`src/rtl/da_dot_pkg.sv`:
```
package da_dot_pkg;
   typedef enum logic [0:0] {
      ST_IDLE = 1'b0,
      ST_RUN  = 1'b1
   } da_state_e;

   function automatic int unsigned cnt_width(input int unsigned steps);
      return (steps <= 1) ? 1 : $clog2(steps);
   endfunction
endpackage

```
`src/rtl/da_coef_rom.sv`:
```
module da_coef_rom #(
   parameter int N_TAPS  = 4,
   parameter int ENTRY_W = 16,
   parameter int COEFS [N_TAPS] = '{1606, -1362, 910, -319}
) (
   input  logic [N_TAPS-1:0]         addr_i,
   output logic signed [ENTRY_W-1:0] data_o
);
   localparam int DEPTH = 1 << N_TAPS;
   localparam int MAX_V = (1 << (ENTRY_W - 1)) - 1;
   localparam int MIN_V = -(1 << (ENTRY_W - 1));

   function automatic int subset_sum(input int idx);
      int s;
      s = 0;
      for (int i = 0; i < N_TAPS; i++) begin
         if (idx[i]) s += COEFS[i];
      end
      return s;
   endfunction

   logic signed [ENTRY_W-1:0] table_q [DEPTH];

   for (genvar e = 0; e < DEPTH; e++) begin : g_entry
      localparam int VAL = subset_sum(e);
      if (VAL > MAX_V || VAL < MIN_V) begin : g_range_err
         $error("table entry %0d does not fit entry width", e);
      end
      assign table_q[e] = ENTRY_W'(VAL);
   end

   assign data_o = table_q[addr_i];
endmodule

```
`src/rtl/da_bit_slicer.sv`:
```
module da_bit_slicer #(
   parameter int N_TAPS = 4,
   parameter int DATA_W = 8
) (
   input  logic                     clk,
   input  logic                     rst_n,
   input  logic                     load_i,
   input  logic                     step_i,
   input  logic [N_TAPS*DATA_W-1:0] opnd_i,
   output logic [N_TAPS-1:0]        addr_o
);
   for (genvar t = 0; t < N_TAPS; t++) begin : g_tap
      logic [DATA_W-1:0] sh_q;
      always_ff @(posedge clk or negedge rst_n) begin
         if (!rst_n) begin
            sh_q <= '0;
         end else if (load_i) begin
            sh_q <= opnd_i[t*DATA_W +: DATA_W];
         end else if (step_i) begin
            sh_q <= {sh_q[DATA_W-2:0], 1'b0};
         end
      end
      assign addr_o[t] = sh_q[DATA_W-1];
   end
endmodule

```
`src/rtl/da_ctrl.sv`:
```
module da_ctrl
   import da_dot_pkg::*;
#(
   parameter int DATA_W = 8
) (
   input  logic clk,
   input  logic rst_n,
   input  logic start_i,
   output logic load_o,
   output logic step_o,
   output logic sign_o,
   output logic finish_o,
   output logic busy_o,
   output logic done_o
);
   localparam int CNT_W = cnt_width(DATA_W);
   localparam logic [CNT_W-1:0] LAST = CNT_W'(DATA_W - 1);

   da_state_e        state_q;
   logic [CNT_W-1:0] cnt_q;
   logic             done_q;

   assign busy_o   = (state_q == ST_RUN);
   assign load_o   = start_i && !busy_o;
   assign step_o   = busy_o;
   assign sign_o   = busy_o && (cnt_q == '0);
   assign finish_o = busy_o && (cnt_q == LAST);
   assign done_o   = done_q;

   always_ff @(posedge clk or negedge rst_n) begin
      if (!rst_n) begin
         state_q <= ST_IDLE;
         cnt_q   <= '0;
         done_q  <= 1'b0;
      end else begin
         done_q <= finish_o;
         unique case (state_q)
            ST_IDLE: begin
               if (load_o) begin
                  state_q <= ST_RUN;
                  cnt_q   <= '0;
               end
            end
            ST_RUN: begin
               if (finish_o) begin
                  state_q <= ST_IDLE;
                  cnt_q   <= '0;
               end else begin
                  cnt_q <= cnt_q + 1'b1;
               end
            end
            default: state_q <= ST_IDLE;
         endcase
      end
   end
endmodule

```
`src/rtl/da_accum.sv`:
```
module da_accum #(
   parameter int ENTRY_W = 16,
   parameter int ACC_W   = 24
) (
   input  logic                      clk,
   input  logic                      rst_n,
   input  logic                      load_i,
   input  logic                      step_i,
   input  logic                      sign_i,
   input  logic                      finish_i,
   input  logic signed [ENTRY_W-1:0] entry_i,
   output logic signed [ACC_W-1:0]   result_o
);
   logic signed [ACC_W-1:0] acc_q, acc_next, entry_ext, acc_dbl;

   assign entry_ext = ACC_W'(entry_i);
   assign acc_dbl   = acc_q <<< 1;
   assign acc_next  = sign_i ? (acc_dbl - entry_ext) : (acc_dbl + entry_ext);

   always_ff @(posedge clk or negedge rst_n) begin
      if (!rst_n) begin
         acc_q    <= '0;
         result_o <= '0;
      end else begin
         if (load_i) begin
            acc_q <= '0;
         end else if (step_i) begin
            acc_q <= acc_next;
         end
         if (finish_i) begin
            result_o <= acc_next;
         end
      end
   end
endmodule

```
`src/rtl/da_dot_unit.sv`:
```
module da_dot_unit #(
   parameter int N_TAPS  = 4,
   parameter int DATA_W  = 8,
   parameter int ENTRY_W = 16,
   parameter int ACC_W   = 24,
   parameter int COEFS [N_TAPS] = '{1606, -1362, 910, -319}
) (
   input  logic                       clk,
   input  logic                       rst_n,
   input  logic                       start_i,
   input  logic [N_TAPS*DATA_W-1:0]   opnd_i,
   output logic                       done_o,
   output logic signed [ACC_W-1:0]    result_o
);
   if (DATA_W < 2) begin : g_bad_data
      $error("DATA_W must be at least 2");
   end
   if (N_TAPS < 1 || N_TAPS > 8) begin : g_bad_taps
      $error("N_TAPS must lie in 1..8");
   end
   if (ACC_W < ENTRY_W + DATA_W) begin : g_bad_acc
      $error("ACC_W too narrow for DATA_W doublings of an entry");
   end

   logic              load, step, sign, finish, busy;
   logic [N_TAPS-1:0] addr;
   logic signed [ENTRY_W-1:0] entry;

   da_ctrl #(.DATA_W(DATA_W)) u_ctrl (
      .clk(clk), .rst_n(rst_n), .start_i(start_i),
      .load_o(load), .step_o(step), .sign_o(sign),
      .finish_o(finish), .busy_o(busy), .done_o(done_o)
   );

   da_bit_slicer #(.N_TAPS(N_TAPS), .DATA_W(DATA_W)) u_slice (
      .clk(clk), .rst_n(rst_n), .load_i(load), .step_i(step),
      .opnd_i(opnd_i), .addr_o(addr)
   );

   da_coef_rom #(.N_TAPS(N_TAPS), .ENTRY_W(ENTRY_W), .COEFS(COEFS)) u_rom (
      .addr_i(addr), .data_o(entry)
   );

   da_accum #(.ENTRY_W(ENTRY_W), .ACC_W(ACC_W)) u_acc (
      .clk(clk), .rst_n(rst_n), .load_i(load), .step_i(step),
      .sign_i(sign), .finish_i(finish), .entry_i(entry),
      .result_o(result_o)
   );
endmodule

```
`config.mk`:
```
export PLATFORM = sky130hd
export DESIGN_NAME = da_dot_unit
export DESIGN_NICKNAME = d
export VERILOG_FILES = /design/src/rtl/da_dot_pkg.sv /design/src/rtl/da_coef_rom.sv /design/src/rtl/da_bit_slicer.sv /design/src/rtl/da_ctrl.sv /design/src/rtl/da_accum.sv /design/src/rtl/da_dot_unit.sv
export SDC_FILE = /design/constraint.sdc
export NUM_CORES = 1
export LEC_CHECK = 0
export ABC_AREA = 0
export BUFFER_PORTS_ARGS = -buffer_cell sky130_fd_sc_hd__buf_2
export CAP_MARGIN = 30
export CORE_MARGIN = 2
export CORE_UTILIZATION = 50
export CTS_BUF_LIST = sky130_fd_sc_hd__clkbuf_4 sky130_fd_sc_hd__clkbuf_8
export DETAILED_ROUTE_END_ITERATION = 8
export PLACE_DENSITY = 0.77
export SYNTH_ARGS = -nofsm -noshare
export SYNTH_HDL_FRONTEND = slang
export SYNTH_SLANG_ARGS = --single-unit
```
`constraint.sdc`:
```
create_clock -name clk -period 4.77 [get_ports clk]
set_input_delay 0.477 -clock clk [delete_from_list [all_inputs] [get_ports clk]]
set_output_delay 0.477 -clock clk [all_outputs]
set_load 0.03 [all_outputs]
```
==> results.yml, run 1 <==
sta:
  skew_ns: 0.0144
  worstMarginPinSlew_ns: 1.04
  setup_tns_ns: 0
  max_freq_ghz: 0.243
  period_needed_ns: 4.12
  relSlewSlack: 0.305
  finalMaxSlewViolations: 0
  fin_crit_sh: 0.863
  finalSetupViolCount: 0
  rsz0062_at_grt: "false"
  hold_viol: 0
status:
  status: "finished, final reports clean"
setup_path:
  required_ns: 5.04
  start_kind: "register"
  ff2ff_path_depth: 15
  rrSetupSlack_ns: 0.65
  rr_endpoint: "u_acc.result_o[16]"
  r2r_start: "u_slice.g_tap[1].sh_q[7]"
  crit_chain: "inv_1 -> ha_1 -> nand2_1 -> o21ai_0 -> nor2_1 -> a21o_1 -> ha_1 -> nand4_1 -> a21oi_1 -> o21bai_1 -> a21boi_0 -> o41ai_1 -> o21ai_0 -> xnor2_1 -> mux2_2"
  worstSetupPathType: "register to register"
  cp_data_arrival_time_ns: 4.39
  cpMaxStageDelayCell: "o41ai_1"
  critPathMaxStageDelay_ns: 0.74
  end_kind: "register"
  path_max_fanout: 11
clock_network:
  clkSlewWorstSetupHoldPaths_ns: 0.09
  cts_max_path_buffers: 2
  htree_levels: 3
  tritoncts: "yes"
  clockRootBuffer: "clkbuf_8"
  clk_latency_ns: 0.38
  cts.sinks: 84
  cts_inserted_buffers: 9
finish:
  fin_nets: 801
  final_common_cell: "dfrtp_1"
  syn_to_final_growth_pct: 9.15
  fillers: 1094
  final_cell_mix: "dfrtp_1 (83), nand2_1 (71), o21ai_0 (66)"
  multi_input_area_sq_um: 3710
  regArea_sq_um: 2100
  num_antenna_cells: 0
  layout-drive-gt1-share: 0.162
floorplan:
  dieWidth_um: 115
  io_pins: 60
  dieArea_sq_um: 13200
  floorplan.initialDensity: 0.511
  core_area_sq_um: 12000
  die_y_um: 115
  row_count: 40
synthesis:
  yosys.area.top_type: "dfrtp_1"
  yosysWarningCount: 0
  ys_ff_latch: 84
  seq_area_frac_synth: 0.342
  ys_types: 68
  syn_area_per_cell_sq_um: 9.07
  synth_nets: 768
  netlist_instances: 677
  synth-edff-count: 0
  synth_top_flop_cell: "dfrtp_1"
  synth.cell_area_sq_um: 6140
  async_reset_ff_frac: 1.00
  synth_top_area_share: 0.342
  ys_top_cells_by_area: "dfrtp_1 (34%), ha_1 (11%), mux2i_1 (5.5%), o21ai_0 (5.4%), nand2_1 (4.3%)"
drt:
  dr_total_vias: 5155
  drc: 0
  drtIter0Drc: 351
  ant_nets: 0
  avgRoutedWirePerCell_um: 17.4
  viasPerCell: 5.98
  routed_wl_mm: 15.0
  firstDrtPassIters: 7
hold_path:
  hold_class: "input port to register"
  holdPathStages: 3
  worst_hold_startpoint: "opnd_i[0]"
  hold_end: "u_slice.g_tap[0].sh_q[0]"
global_route:
  grt_max_degree: 77
  grt_overflow: 0
  gr-usage-all-layers: 0.239
  grt_pass1_wl_mm: 25.0
  antenna_found_initial: 0
  grt_pass1_vias: 5070
place:
  gp_congestion: 0.944
  port_buffers: 59
  dp_hpwl_mm: 11.0
job:
  drv_cap: 0
[sequential cells by signal, indices dropped and copies added, names as in the netlist]
name,count
u_ctrl.cnt_q,3
u_slice.g_tap.sh_q,32
u_ctrl.done_o,1
u_acc.acc_q,23
u_ctrl.busy_o,1
u_acc.result_o,24
[worst max path at each step]
stage | from | endpoint | slack (ns)
after floorplan | u_slice.g_tap[2].sh_q[7] | u_acc.result_o[23] | 0.74
after global placement | u_slice.g_tap[1].sh_q[7] | u_acc.result_o[14] | 0.89
after detailed placement | u_slice.g_tap[1].sh_q[7] | u_acc.result_o[16] | 0.75
after CTS | u_slice.g_tap[1].sh_q[7] | u_acc.result_o[16] | 0.74
after global routing | u_slice.g_tap[1].sh_q[7] | u_acc.result_o[16] | 0.19
final | u_slice.g_tap[1].sh_q[7] | u_acc.result_o[16] | 0.65
[per-layer routing]
metal,global-route usage,wire length [um],vias up
met1,0.319,6650,2474
met4,0.0811,303,0
met5,0,0,-
met2,0.387,7020,170
li1,-,-,2489
met3,0.0538,1050,22
[cell families (layout without fill, tap and decap cells)]
family                   count (synthesis)  count (layout)  synth area share
AO/OA/AOI/OAI                          213             213             0.236
AND/OR/NAND/NOR                        171             171             0.131
flip-flops                              84              84             0.342
adder cells (fa/ha/maj)                 56              56             0.117
buffers and inverters                   79             117            0.0542
XOR/XNOR                                22              22            0.0314
multiplexers                            52              52            0.0884
[worst max-delay path: cells and delay by family, from the launching register on]
| family | cells | cell delay (ns) |
|---|---|---|
| buf+inv | 1 | 0.14 |
| simple gates | 3 | 0.36 |
| flops | 1 | 0.50 |
| fa+ha+maj | 2 | 0.82 |
| xor+xnor | 1 | 0.20 |
| mux | 1 | 0.27 |
| compound gates | 7 | 1.73 |
[through the flow]
| stage | hold slack [ns] | util | setup slack, ns | cell area (sq um) | instances |
|---|---|---|---|---|---|
| 6_report | 0.331 | 0.558 | 0.651 | 6700 | 862 |
| 4_1_cts | 0.318 | 0.558 | 0.742 | 6700 | 862 |
| 3_5_place_dp | 0.406 | 0.540 | 0.755 | 6490 | 845 |
| 5_1_grt | 0.335 | 0.558 | 0.192 | 6700 | 862 |
| 3_3_place_gp | 0.395 | 0.538 | 0.892 | 6460 | 844 |
| 2_1_floorplan | 0.181 | - | 0.739 | 6140 | 677 |
[synth_stat cells (all sizes together) (3+ instances only)]
cell type,instances
a211oi,8
xor2,8
mux2i,34
nand4,4
a211o,3
dfrtp,84
nor3b,6
o211ai,3
and3,4
o21ai,67
a22o,20
a2111oi,3
o31ai,3
nor2b,9
a31o,4
buf,16
a21oi,42
ha,54
clkbuf,27
nand2,71
mux2,18
o21a,3
and2,5
a21o,14
nor3,8
a31oi,10
nand2b,5
nor2,37
o21bai,11
or3,3
inv,36
xnor2,14
nand3,10
[timing repair]
| action | CTS | global route |
|---|---|---|
| setup endpoints to repair | 0 | 0 |
| setup buffers | 0 | 0 |
| endpoints found under the hold margin | 24 | 0 |
| resized for setup | 0 | 0 |
| hold buffers | 1 | 0 |
[layout make-up]
type / count / area share
multi-input combinational: 514 / 0.553
sequential: 84 / 0.314
timing repair buffer: 65 / 0.0545
tap: 147 / 0.0274
clock buffer: 10 / 0.0205
inverter: 36 / 0.0202
clock inverter: 6 / 0.0103
Power of run 1 is not shown: default switching activity piles up to over one toggle a cycle in this logic, so the estimate is an artifact.
==> run 2, diff against run 1 <==
clock period = 5.3 ns   (was 4.77 ns; I/O delays follow)
==> results.yml, run 2 (synthesis gave the netlist of run 1 again) <==
place:
  port_buffers: 59
  gp_congestion: 0.959
  place_area_sq_um: 6470
  dp_hpwl_mm: 11.0
clock_network:
  ctsHoldBuffers: 0
  cts_resized: 0
  tritoncts: "yes"
  clockRootBuffer: "clkbuf_8"
  cts_setup_buffers: 0
  clk_latency_ns: 0.38
  htree_levels: 3
  cts.sinks: 84
  cts_max_path_buffers: 2
  clkSlewWorstSetupHoldPaths_ns: 0.09
  cts_inserted_buffers: 9
drt:
  dr_total_vias: 5147
  firstDrtPassIters: 5
  routed_wl_mm: 15.2
  viasPerCell: 5.98
  ant_nets: 0
  drc: 0
  drtIter0Drc: 338
  avgRoutedWirePerCell_um: 17.6
finish:
  final_common_cell: "dfrtp_1"
  finish.instance_area_sq_um: 6690
  layout-drive-gt1-share: 0.162
  num_antenna_cells: 0
  largest_register_ffs: 32
  largest_registers: "u_slice.g_tap.sh_q (32), u_acc.result_o (24), u_acc.acc_q (23)"
  post-route-util: 0.557
  fin_nets: 800
  syn_to_final_growth_pct: 8.92
  final_cell_mix: "dfrtp_1 (83), nand2_1 (71), o21ai_0 (66)"
  largest-register: "u_slice.g_tap.sh_q"
sta:
  setup_tns_ns: 0
  period_needed_ns: 4.15
  fin_crit_sh: 0.783
  finalSetupViolCount: 0
  skew_ns: 0.00999
  max_freq_ghz: 0.241
  worstMarginPinSlew_ns: 1.02
  finalMaxSlewViolations: 0
  relSlewSlack: 0.318
  hold_viol: 0
  rsz0062_at_grt: "false"
floorplan:
  io_pins: 60
  row_count: 40
  dieWidth_um: 115
  core_area_sq_um: 12000
  die_y_um: 115
  dieArea_sq_um: 13200
  floorplan.initialDensity: 0.511
global_route:
  antenna_found_initial: 0
  use_met2: 0.385
  grt_pass1_vias: 5098
  grt_max_degree: 76
  grt_overflow: 0
  gr-usage-all-layers: 0.238
  grtUsageMet3: 0.0532
  grt_pass1_wl_mm: 25.0
  met1_usage: 0.318
  busiest_layer: "met2"
hold_path:
  hold_class: "input port to asynchronous set/reset pin"
setup_path:
  cp_data_arrival_time_ns: 4.42
  worstSetupPathType: "register to register"
  end_kind: "register"
  rr_endpoint: "u_acc.result_o[23]"
  r2r_start: "u_slice.g_tap[3].sh_q[7]"
  rrSetupSlack_ns: 1.15
  ff2ff_path_depth: 13
  start_kind: "register"
  required_ns: 5.57
  path_max_fanout: 19
status:
  status: "finished, final reports clean"
job:
  drv_cap: 0
-- run 2: cell count changes in the layout (fill, tap and decap cells not counted), sizes merged --
| cell | previous run | this run |
|---|---|---|
| clkbuf | 10 | 11 |
| dlygate4sd3 | 1 | 0 |
| clkinv | 2 | 0 |
| inv | 38 | 39 |
-- run 2: metrics by stage --
step / setup WS (ns) / std cells / hold WS [ns]
3_3_place_gp: 1.33 / 844 / 0.452
4_1_cts: 1.20 / 861 / 0.0459
3_5_place_dp: 1.23 / 845 / 0.463
5_1_grt: 0.900 / 861 / 0.0552
2_1_floorplan: 1.27 / 677 / 0.234
6_report: 1.15 / 861 / 0.0393
-- run 2: worst max-delay path by stage --
| stage | endpoint | startpoint | slack (ns) | cells past startpoint |
|---|---|---|---|---|
| 6_report | u_acc.result_o[23] | u_slice.g_tap[3].sh_q[7] | 1.15 | 13 |
| 5_1_grt | u_acc.result_o[23] | u_slice.g_tap[3].sh_q[7] | 0.90 | 13 |
| 4_1_cts | u_acc.result_o[23] | u_slice.g_tap[3].sh_q[7] | 1.20 | 13 |
| 3_5_place_dp | u_acc.result_o[23] | u_slice.g_tap[3].sh_q[7] | 1.23 | 13 |
| 3_3_place_gp | u_acc.result_o[23] | u_slice.g_tap[3].sh_q[7] | 1.33 | 13 |
| 2_1_floorplan | u_acc.result_o[23] | u_slice.g_tap[2].sh_q[7] | 1.27 | 15 |
-- run 2: routing by layer --
layer,part of all wire,vias up
met4,0.021,0
li1,-,2479
met3,0.057,28
met2,0.46,179
met5,0,-
met1,0.46,2461
-- run 2: final cells by class --
cell class                      count  area, sq um
Clock inverter                      5         63.8
Timing Repair Buffer               64          343
Fill cell                        1074         5320
Sequential cell                    84         2100
Multi-Input combinational cell    514         3710
Tap cell                          147          184
Inverter                           36          135
Clock buffer                       11          151
-- run 2: critical path, cell delays in order (launching register included) --
cell and delay (ns):
dfrtp_1 0.77, nand2b_1 0.18, a21oi_1 0.18, buf_4 0.24
inv_1 0.25, ha_1 0.54, inv_1 0.15, nand3_1 0.16
and2b_1 0.25, a2111oi_4 0.36, o21bai_2 0.15, a2111o_1 0.44
a21o_1 0.18, a31o_1 0.19
Power of run 2 is left out for the same reason.
